`src/rtl/dsr_pkg.sv`:
```
package dsr_pkg;
   // number of header bits ahead of the result: zero, channel, range, id
   localparam int HDR_W   = 4;
   localparam int LANES   = 2;
   localparam int ID_POS  = 3;
endpackage

```
`src/rtl/dsr_edge_det.sv`:
```
module dsr_edge_det #(
   parameter int        N        = 2,
   parameter logic [N-1:0] IDLE  = '0
) (
   input  logic         clk,
   input  logic         rst_n,
   input  logic [N-1:0] sig,
   output logic [N-1:0] fall
);
   logic [N-1:0] sig_q;

   always_ff @(posedge clk) begin
      if (!rst_n) sig_q <= IDLE;
      else        sig_q <= sig;
   end

   for (genvar i = 0; i < N; i++) begin : g_fall
      assign fall[i] = sig_q[i] & ~sig[i];
   end
endmodule

```
`src/rtl/dsr_seq.sv`:
```
module dsr_seq #(
   parameter int DATA_W     = 12,
   parameter int FRAME_W    = 16,
   parameter int NUM_FRAMES = 2,
   parameter int FLIP_EDGE  = 8,
   parameter int CNT_W      = 6
) (
   input  logic                   clk,
   input  logic                   rst_n,
   input  logic                   cs_low,
   input  logic                   cs_fall,
   input  logic                   sclk_fall,
   input  logic                   chan_sel,
   input  logic                   range_sel,
   input  logic [DATA_W-1:0]      conv_a1,
   input  logic [DATA_W-1:0]      conv_a2,
   input  logic [DATA_W-1:0]      conv_b1,
   input  logic [DATA_W-1:0]      conv_b2,
   output logic                   active_q,
   output logic [CNT_W-1:0]       cnt_q,
   output logic                   chan_q,
   output logic                   range_q,
   output logic                   coding_q,
   output logic [1:0][DATA_W-1:0] res_q
);
   localparam int TOTAL = FRAME_W * NUM_FRAMES;
   localparam logic [CNT_W-1:0] CNT_END  = CNT_W'(TOTAL);
   localparam logic [CNT_W-1:0] CNT_FLIP = CNT_W'(FLIP_EDGE - 1);

   wire step = sclk_fall && active_q && (cnt_q < CNT_END);

   always_ff @(posedge clk) begin
      if (!rst_n) begin
         active_q <= 1'b0;
         cnt_q    <= '0;
         chan_q   <= 1'b0;
         range_q  <= 1'b0;
         coding_q <= 1'b0;
         res_q    <= '0;
      end else if (cs_fall) begin
         active_q <= 1'b1;
         cnt_q    <= '0;
         chan_q   <= chan_sel;
         range_q  <= range_sel;
         coding_q <= range_sel;
         res_q[0] <= chan_sel ? conv_a2 : conv_a1;
         res_q[1] <= chan_sel ? conv_b2 : conv_b1;
      end else if (!cs_low) begin
         active_q <= 1'b0;
      end else if (step) begin
         cnt_q <= cnt_q + CNT_W'(1);
         if (cnt_q == CNT_FLIP && range_sel != range_q)
            coding_q <= ~coding_q;
      end
   end

   // the position only moves on a serial falling edge or a restart
   a_r3_cnt_holds: assert property (@(posedge clk) disable iff (!rst_n)
      (!cs_fall && !sclk_fall) |=> $stable(cnt_q));

   // coding only changes at a restart or at the eighth edge
   a_r8_flip_point: assert property (@(posedge clk) disable iff (!rst_n)
      (!cs_fall && !(sclk_fall && active_q && cnt_q == CNT_FLIP))
      |=> $stable(coding_q));
endmodule

```
`src/rtl/dsr_lane.sv`:
```
module dsr_lane #(
   parameter int DATA_W     = 12,
   parameter int FRAME_W    = 16,
   parameter int NUM_FRAMES = 2,
   parameter int CNT_W      = 6,
   parameter bit LANE       = 1'b0
) (
   input  logic                   active,
   input  logic [CNT_W-1:0]       cnt,
   input  logic                   chan,
   input  logic                   rng,
   input  logic                   coding,
   input  logic [1:0][DATA_W-1:0] res,
   output logic                   dout,
   output logic                   oe
);
   localparam int TOTAL = FRAME_W * NUM_FRAMES;
   localparam int IDX_W = $clog2(FRAME_W);

   logic             second;
   logic [CNT_W-1:0] pos;
   logic [CNT_W-1:0] bit_idx;
   logic             id;
   logic [DATA_W-1:0] data;
   logic [FRAME_W-1:0] word;

   if (NUM_FRAMES == 2) begin : g_chain
      assign second = (cnt >= CNT_W'(FRAME_W));
   end else begin : g_single
      assign second = 1'b0;
   end

   assign pos     = second ? cnt - CNT_W'(FRAME_W) : cnt;
   assign bit_idx = CNT_W'(FRAME_W - 1) - pos;
   assign id      = LANE ^ second;
   assign data    = res[id] ^ {coding, {(DATA_W-1){1'b0}}};
   assign word    = {1'b0, chan, rng, id, data};
   assign oe      = active && (cnt < CNT_W'(TOTAL));
   assign dout    = oe & word[bit_idx[IDX_W-1:0]];
endmodule

```
`src/rtl/dsr_readout.sv`:
```
module dsr_readout #(
   parameter int DATA_W     = 12,
   parameter int NUM_FRAMES = 2,
   parameter int FLIP_EDGE  = 8
) (
   input  logic              clk,
   input  logic              rst_n,
   input  logic              cs_n,
   input  logic              sclk,
   input  logic              chan_sel,
   input  logic              range_sel,
   input  logic [DATA_W-1:0] conv_a1,
   input  logic [DATA_W-1:0] conv_a2,
   input  logic [DATA_W-1:0] conv_b1,
   input  logic [DATA_W-1:0] conv_b2,
   output logic              dout_a,
   output logic              doe_a,
   output logic              dout_b,
   output logic              doe_b
);
   import dsr_pkg::*;

   localparam int FRAME_W = DATA_W + HDR_W;
   localparam int TOTAL   = FRAME_W * NUM_FRAMES;
   localparam int CNT_W   = $clog2(TOTAL + 1);

   initial begin
      if (DATA_W < 2)
         $error("DATA_W must be at least 2");
      if (NUM_FRAMES < 1 || NUM_FRAMES > 2)
         $error("NUM_FRAMES must be 1 or 2");
      if (FLIP_EDGE < 1 || FLIP_EDGE > TOTAL)
         $error("FLIP_EDGE out of range");
   end

   logic [1:0] falls;
   logic       cs_fall, sclk_fall;
   logic       active, chan_q, range_q, coding_q;
   logic [CNT_W-1:0] cnt;
   logic [1:0][DATA_W-1:0] res;
   logic [LANES-1:0] lane_d, lane_oe;

   dsr_edge_det #(.N(2), .IDLE(2'b01)) u_edge (
      .clk (clk), .rst_n (rst_n),
      .sig ({sclk, cs_n}), .fall (falls)
   );
   assign cs_fall   = falls[0];
   assign sclk_fall = falls[1];

   dsr_seq #(
      .DATA_W (DATA_W), .FRAME_W (FRAME_W), .NUM_FRAMES (NUM_FRAMES),
      .FLIP_EDGE (FLIP_EDGE), .CNT_W (CNT_W)
   ) u_seq (
      .clk (clk), .rst_n (rst_n), .cs_low (~cs_n), .cs_fall (cs_fall),
      .sclk_fall (sclk_fall), .chan_sel (chan_sel), .range_sel (range_sel),
      .conv_a1 (conv_a1), .conv_a2 (conv_a2),
      .conv_b1 (conv_b1), .conv_b2 (conv_b2),
      .active_q (active), .cnt_q (cnt), .chan_q (chan_q),
      .range_q (range_q), .coding_q (coding_q), .res_q (res)
   );

   for (genvar l = 0; l < LANES; l++) begin : g_lane
      dsr_lane #(
         .DATA_W (DATA_W), .FRAME_W (FRAME_W), .NUM_FRAMES (NUM_FRAMES),
         .CNT_W (CNT_W), .LANE (1'(l))
      ) u_lane (
         .active (active), .cnt (cnt), .chan (chan_q), .rng (range_q),
         .coding (coding_q), .res (res),
         .dout (lane_d[l]), .oe (lane_oe[l])
      );
   end

   assign dout_a = lane_d[0];
   assign doe_a  = lane_oe[0];
   assign dout_b = lane_d[1];
   assign doe_b  = lane_oe[1];

   // a select edge starts both lines with the leading zero
   a_r1_leading_zero: assert property (@(posedge clk) disable iff (!rst_n)
      cs_fall |=> (doe_a && doe_b && !dout_a && !dout_b));

   // a deselected block drives nothing
   a_r9_deselect_off: assert property (@(posedge clk) disable iff (!rst_n)
      cs_n |=> (!doe_a && !doe_b));

   // both lines are framed together
   a_r4_lanes_in_step: assert property (@(posedge clk) disable iff (!rst_n)
      doe_a == doe_b);
endmodule

```
`config.mk`:
```
export PLATFORM = sky130hd
export DESIGN_NAME = dsr_readout
export DESIGN_NICKNAME = d
export VERILOG_FILES = /design/src/rtl/dsr_pkg.sv /design/src/rtl/dsr_edge_det.sv /design/src/rtl/dsr_seq.sv /design/src/rtl/dsr_lane.sv /design/src/rtl/dsr_readout.sv
export SDC_FILE = /design/constraint.sdc
export NUM_CORES = 1
export LEC_CHECK = 0
export ABC_AREA = 0
export ABC_CLOCK_PERIOD_IN_PS = 1390
export CELL_PAD_IN_SITES_DETAIL_PLACEMENT = 1
export CELL_PAD_IN_SITES_GLOBAL_PLACEMENT = 1
export CORE_AREA = 3 3 85 87
export DETAILED_ROUTE_END_ITERATION = 10
export DIE_AREA = 0 0 88 90
export GPL_TIMING_DRIVEN = 0
export HOLD_SLACK_MARGIN = 0.12
export PLACE_DENSITY_LB_ADDON = 0.05
export SLEW_MARGIN = 20
export SYNTH_ARGS = -nofsm -noshare
export SYNTH_HDL_FRONTEND = slang
export SYNTH_SLANG_ARGS = --single-unit
```
`constraint.sdc`:
```
create_clock -name clk -period 1.39 [get_ports clk]
set_clock_uncertainty 0.05 [all_clocks]
set_input_delay 0.139 -clock clk [delete_from_list [all_inputs] [get_ports clk]]
set_output_delay 0.139 -clock clk [all_outputs]
set_load 0.01 [all_outputs]
```
## Yosys cells after proc, flatten, opt, wreduce, memory -nomap -nowiden

Index checks and enable logic that the tools add are counted.
Widths: inputs -> output; s select.

| storage, ports and cells | value |
|---|---|
| register bits | 36 |
| logic and storage cells | 57 |

| cells by class | value |
|---|---|
| add/sub/neg operators | 3 |
| order comparisons | 5 |
| equality and inequality tests | 3 |
| multiplexer cells | 17 |
| bitwise gates (word level) | 11 |
| reduce and logical (&&, ||, !) cells | 10 |

Operators by type and width:

| cell | number |
|---|---|
| $mux 12 | 6 |
| $xor 12x12->12 | 2 |
| $bmux 1 s4 | 2 |
| $mux 1 | 8 |
| $add 6x1->6 const B | 1 |
| $eq 6x3->1 const B | 1 |
| $ge 6x5->1 const B | 1 |
| $lt 6x6->1 const B | 1 |
| $reduce_bool 2->1 | 3 |
| $lt 4x5->1 const B | 1 |
| $not 1->1 | 5 |
| $and 1x1->1 | 4 |
| $logic_and 1x1->1 | 4 |
| $lt 1x2->1 const B | 2 |
| $mux 4 | 1 |
| $sub 4x1->4 const B | 1 |
| $sub 4x4->4 const A | 1 |
| $reduce_and 3->1 | 1 |
| $ne 2x1->1 const B | 1 |
| $reduce_and 2->1 | 1 |
| $reduce_or 2->1 | 1 |
| $ne 1x1->1 | 1 |

## Longest topological paths before layout

| logic depth | value |
|---|---|
| word-level depth | 8 |
| depth in mapped cells | 7 |
| mapped depth without buffers | 6 |

## Modules after synthesis

From an unflattened synthesis, not the netlist that was laid out.

| unflattened totals | value |
|---|---|
| cells, all modules | 231 |
| area, all modules | 2239.6 µm² |

Modules (own cells, without submodules):

| module | instances | cells an instance | area each (µm²) | sequential area each (µm²) |
|---|---|---|---|---|
| dsr_seq | 1 | 159 | 1571.5 | 680.7 |
| dsr_lane at g_lane[0].u_lane | 1 | 28 | 297.8 | 0.0 |
| dsr_lane at g_lane[1].u_lane | 1 | 37 | 297.8 | 0.0 |
| dsr_edge_det | 1 | 6 | 68.8 | 40.0 |
| dsr_readout | 1 | 1 | 3.8 | 0.0 |

## Worst setup path after synthesis

Ideal clock, no wire load.

| timing | value |
|---|---|
| kind | reg-to-output |
| start point | reg u_seq.cnt_q[5] |
| end point | out dout_b |
| arrival time | 1.484 ns |
| required time | 1.201 ns |
| slack | -0.283 ns |
| cell stages (with the launch flop) | 7 |
| path buffers | 1 |
| cells stage by stage | dfxtp_1 -> nor2_1 -> buf_2 -> mux2_4 -> o22ai_1 -> a21oi_1 -> o311ai_1 |

| on the way | value |
|---|---|
| word-level cells in the longest chain between the ends | 7 |
| elaborated cells between the ends (all ways) | 12 |

RTL lines:

| item | line | RTL |
|---|---|---|
| from (decl) | dsr_seq.sv:20 | `output logic [CNT_W-1:0] cnt_q,` |
| from (signal assigned) | dsr_seq.sv:51 | `cnt_q <= cnt_q + CNT_W'(1);` |
| branches (longest 6 deep; another with $ge 6x5->1) | n/a |  |
| $and 1x1->1 * | dsr_lane.sv:39 | `assign dout = oe & word[bit_idx[IDX_W-1:0]];` |
| to (decl) | dsr_readout.sv:18 | `output logic dout_b,` |

Every way passes the cells marked *. The select of a mux whose other input is x is not followed.

## Worst setup path after layout

| timing | value |
|---|---|
| start point | reg u_seq.cnt_q[5] |
| end point | out dout_a |

| on the way | value |
|---|---|
| word-level cells in the longest chain between the ends | 7 |
| elaborated cells between the ends (all ways) | 11 |

RTL lines:

| item | line | RTL |
|---|---|---|
| branches (longest 6 deep; another with $ge 6x5->1) | n/a |  |
| $and 1x1->1 * | dsr_lane.sv:39 |  |
| to (decl) | dsr_readout.sv:16 | `output logic dout_a,` |

Marked as above.

==> summary.txt <==
Setup path
  • Worst EP required: 1200 ps
  • Crit-path max FO: 3
  • CP max stage delay: 350 ps
  • Crit-path cells: or2_4 > mux2_4 > a32oi_2 > a21oi_2 > o311ai_2 > buf_2
  • Nature of the critical path endpoint: output pin
  • Worst path bufs/invs: 1
  • Type of origin of the critical path: flip-flop
  • Top cell family by delay on the critical path: compound AO/OA/AOI/OAI gates
  • Critical path arrival: 1940 ps
  • CP max-delay cell: dfxtp_2
  • Crit Path Category: flip-flop to output pin

GRT
  • GRT Util Overall: 0.1580
  • Largest net degree at the start of global routing: 11
  • Vias in the first global route: 1,981
  • Initial antenna violation count: 0
  • First-pass GRT wire length: 9908 um
  • Remaining global-route overflow: 0

Timing
  • Setup Viol. Count Final: 11
  • Pins Over Slew Limit: 0
  • Slew margin rel.: 0.6186
  • Final period util: 1.534
  • Final min period: 2132 ps
  • Hold slack: 217.9 ps
  • RSZ-0062 raised after global routing: yes
  • Fin worst setup slack: -742.5 ps
  • Final setup TNS: -3381 ps
  • FMAX: 468.9 MHz
  • Final Hold Viols: 0
  • Worst Max-Slew Pin Slew: 568.2 ps

Clock network
  • H-tree Lvls: 2
  • Clock Sink Count: 36
  • Num CTS Buffers: 5
  • Clock latency on the worst-skew pair: 290 ps
  • CTS Buffer Depth: 2
  • CTS Root Cell: clkbuf_8
  • Worst-path clk slew: 80 ps
  • Hold buffer count at CTS: 0
  • CTS tree: done

Yosys
  • Syn Nets: 300
  • Distinct cell type count after synthesis: 40
  • Synth Warn #: 0
  • Avg Inst Size Synth: 8.217 um^2
  • Mapped Area: 2013 um^2
  • Post-synthesis register bit count: 36
  • Post-Syn Instances: 245
  • Sequential share of the synthesized area: 0.3580

Worst hold path
  • HP Class: input pin to flip-flop

Final layout
  • Fillers: 784
  • Final nets: 368
  • Layout cells sized above 1: 0.1783
  • Multi-input logic area: 1265 um^2
  • Register area: 728.2 um^2
  • ANT cells: 0
  • Area added between synthesis and finish: 43.94%
  • Final non-filler cell total: 391

Power and ir drop
  • Clock power share: 0.342
  • Total Power: 2.298 mW
  • Leakage: 1.119 nW
  • Sw Ratio: 0.2509
  • Psw: 0.5766 mW
  • Int Power: 1.722 mW
  • PwrDens: 793.1 nW/um^2
  • Comb power frac: 0.164
  • Sequential power share: 0.494
  • Peak VDD IR: 0.0003422 V

Routing
  • Drt pass-1 iters: 4
  • WL per Instance: 15.14 um
  • Vias per inst: 4.967
  • Drt initial violations: 107
  • Drt drc: 0
  • Final ANT Viol Nets: 0
  • Drt total wl: 5918 um
  • Via count: 1,942

Outcome
  • Failing checks: negative setup slack
  • Status: finished with violations

Floorplanning
  • # IOs: 58
  • Die Wd: 88 um
  • Die area: 7920 um^2
  • Starting density of the core: 0.3135
  • Chip height: 90 um
  • Core area: 6422 um^2
  • FP Rows: 29

Placement
  • Detail Placement HPWL: 4483 um
  • GP Congestion: 0.8347
  • Dpl cells: 378
  • # port buffers: 56
  • Worst Setup Slack post-DPL: -901.1 ps

Run
  • Max cap viols: 0
sequential cells by signal, summed over array words and instances (netlist names):
register and flops:
u_seq.res_q 24, u_seq.cnt_q 6, u_edge.sig_q 2, u_seq.active_q 1, u_seq.chan_q 1, u_seq.coding_q 1, u_seq.range_q 1
cell usage in the layout, fill, tap and decap left out, types with 2 or more instances in the layout:
| master | synthesis | layout |
|---|---|---|
| o311ai_2 | 1 | 2 |
| xor2_1 | 4 | 4 |
| nor2b_1 | 4 | 4 |
| clkbuf_1 | 5 | 2 |
| a22o_1 | 2 | 2 |
| dfxtp_2 | 0 | 3 |
| a32oi_2 | 0 | 2 |
| clkbuf_2 | 0 | 2 |
| mux2i_1 | 29 | 29 |
| clkbuf_4 | 0 | 2 |
| a32oi_1 | 4 | 2 |
| a31oi_1 | 3 | 3 |
| buf_2 | 9 | 8 |
| nand4_1 | 5 | 5 |
| o31a_1 | 2 | 2 |
| dfxtp_1 | 36 | 32 |
| clkbuf_8 | 0 | 6 |
| buf_4 | 1 | 8 |
| o21ai_1 | 22 | 22 |
| o21ai_0 | 4 | 4 |
| xnor2_1 | 2 | 2 |
| mux2_4 | 2 | 3 |
| and3b_1 | 2 | 2 |
| nor2_1 | 11 | 10 |
| clkdlybuf4s50_1 | 0 | 52 |
| buf_6 | 1 | 4 |
| and2_1 | 2 | 2 |
| nand2_1 | 60 | 60 |
| and3_1 | 2 | 2 |
| nand3_1 | 13 | 12 |
| a21oi_2 | 1 | 2 |
per-stage QoR:
stage	utilization	cell area (um^2)
after global placement	0.4175	2681
after global routing	0.4512	2898
final	0.4512	2898
after detailed placement	0.4175	2681
after floorplan	-	2024
after CTS	0.4461	2865
Yosys cell counts:
master    number  area share
a31oi_1        3      0.0093
a21boi_2       1      0.0056
a211oi_1       2      0.0075
nor2b_1        4       0.012
inv_1          1      0.0019
nand2_1       60        0.11
buf_2          9       0.022
buf_4          1      0.0037
mux2_4         2       0.015
o311ai_2       1      0.0081
nor4b_4        1       0.012
and3_1         2      0.0062
nand3_1       13       0.032
mux2_2         2       0.011
clkinv_1       1      0.0019
a22o_1         2      0.0087
buf_6          1      0.0056
inv_2          1      0.0019
o311ai_1       1      0.0044
o21ai_0        4      0.0099
xnor2_1        2      0.0087
nand3b_1       1      0.0037
o31a_1         2      0.0087
a32oi_1        4       0.017
nand4_1        5       0.016
and2_1         2      0.0062
nand2b_2       1      0.0044
a21oi_1        1      0.0025
and3b_1        2      0.0087
ha_1           1      0.0062
or2_4          1      0.0044
mux2i_1       29        0.14
a21oi_2        1      0.0044
o22ai_1        2      0.0062
nor4b_2        1      0.0075
clkbuf_1       5      0.0093
nor2_1        11       0.021
o21ai_1       22       0.055
xor2_1         4       0.017
dfxtp_1       36        0.36
power by group through the flow:
stage	combinational [mW]	clock, mW	sequential [mW]
final	0.377	0.786	1.14
after global routing	0.416	0.854	1.14
after floorplan	0.168	0	1.14
after detailed placement	0.367	0	1.16
after CTS	0.380	0.813	1.13
after global placement	0.361	0	1.16
worst reg2reg max path: stages, from the launching register on:
cell      delay (ps)
dfxtp_2          350
buf_4            140
nand2b_4         150
buf_4            170
nor4b_4          270
buf_6            170
nand3_2           80
xor2_1           150
o21ai_1          150
routing by layer:
layer | wire (um) | up-vias | track usage
li1 | - | 996 | -
met2 | 2619 | 53 | 0.2412
met3 | 313 | 9 | 0.03931
met4 | 71 | 0 | 0.03708
met1 | 2914 | 884 | 0.2215
met5 | 0 | - | 0
timing repair:
| action | CTS | global route |
|---|---|---|
| gates resized for setup | 36 | 16 |
| endpoints found under the setup margin | 31 | 30 |
| setup buffers | 5 | 0 |
| pin swaps | 2 | 3 |
cell type report:
class                           instances  share of cell area
Timing Repair Buffer                   61              0.2029
Buffer                                 16             0.03929
Clock buffer                            8             0.03109
Inverter                                3            0.005613
Multi-Input combinational cell        190              0.4365
Sequential cell                        36              0.2513
Tap cell                               77             0.03325
logic make-up (layout without fill, tap and decap cells):
family / count (synthesis) / after routing / synth area share
and+or+nand+nor: 104 / 104 / 0.2455
AOI/OAI and AO/OA: 46 / 46 / 0.1473
DFF: 36 / 36 / 0.3580
muxes: 33 / 33 / 0.1703
buffers and inverters: 19 / 88 / 0.04661
xor gates and xnor gates: 6 / 6 / 0.02610
adders and majority gates: 1 / 1 / 0.006214
path summary, 6_finish.rpt:
kind	startpoint	to	slack, ps	cells after the start
worst max register to register	u_seq.cnt_q[5]	u_seq.coding_q	-350	8
worst max-delay path	u_seq.cnt_q[5]	dout_a	-740	6
worst min-delay path	chan_sel	u_seq.res_q[11]	220	3
worst min register to register	u_seq.res_q[9]	u_seq.res_q[9]	400	2
(Power assumes the default switching activity.)
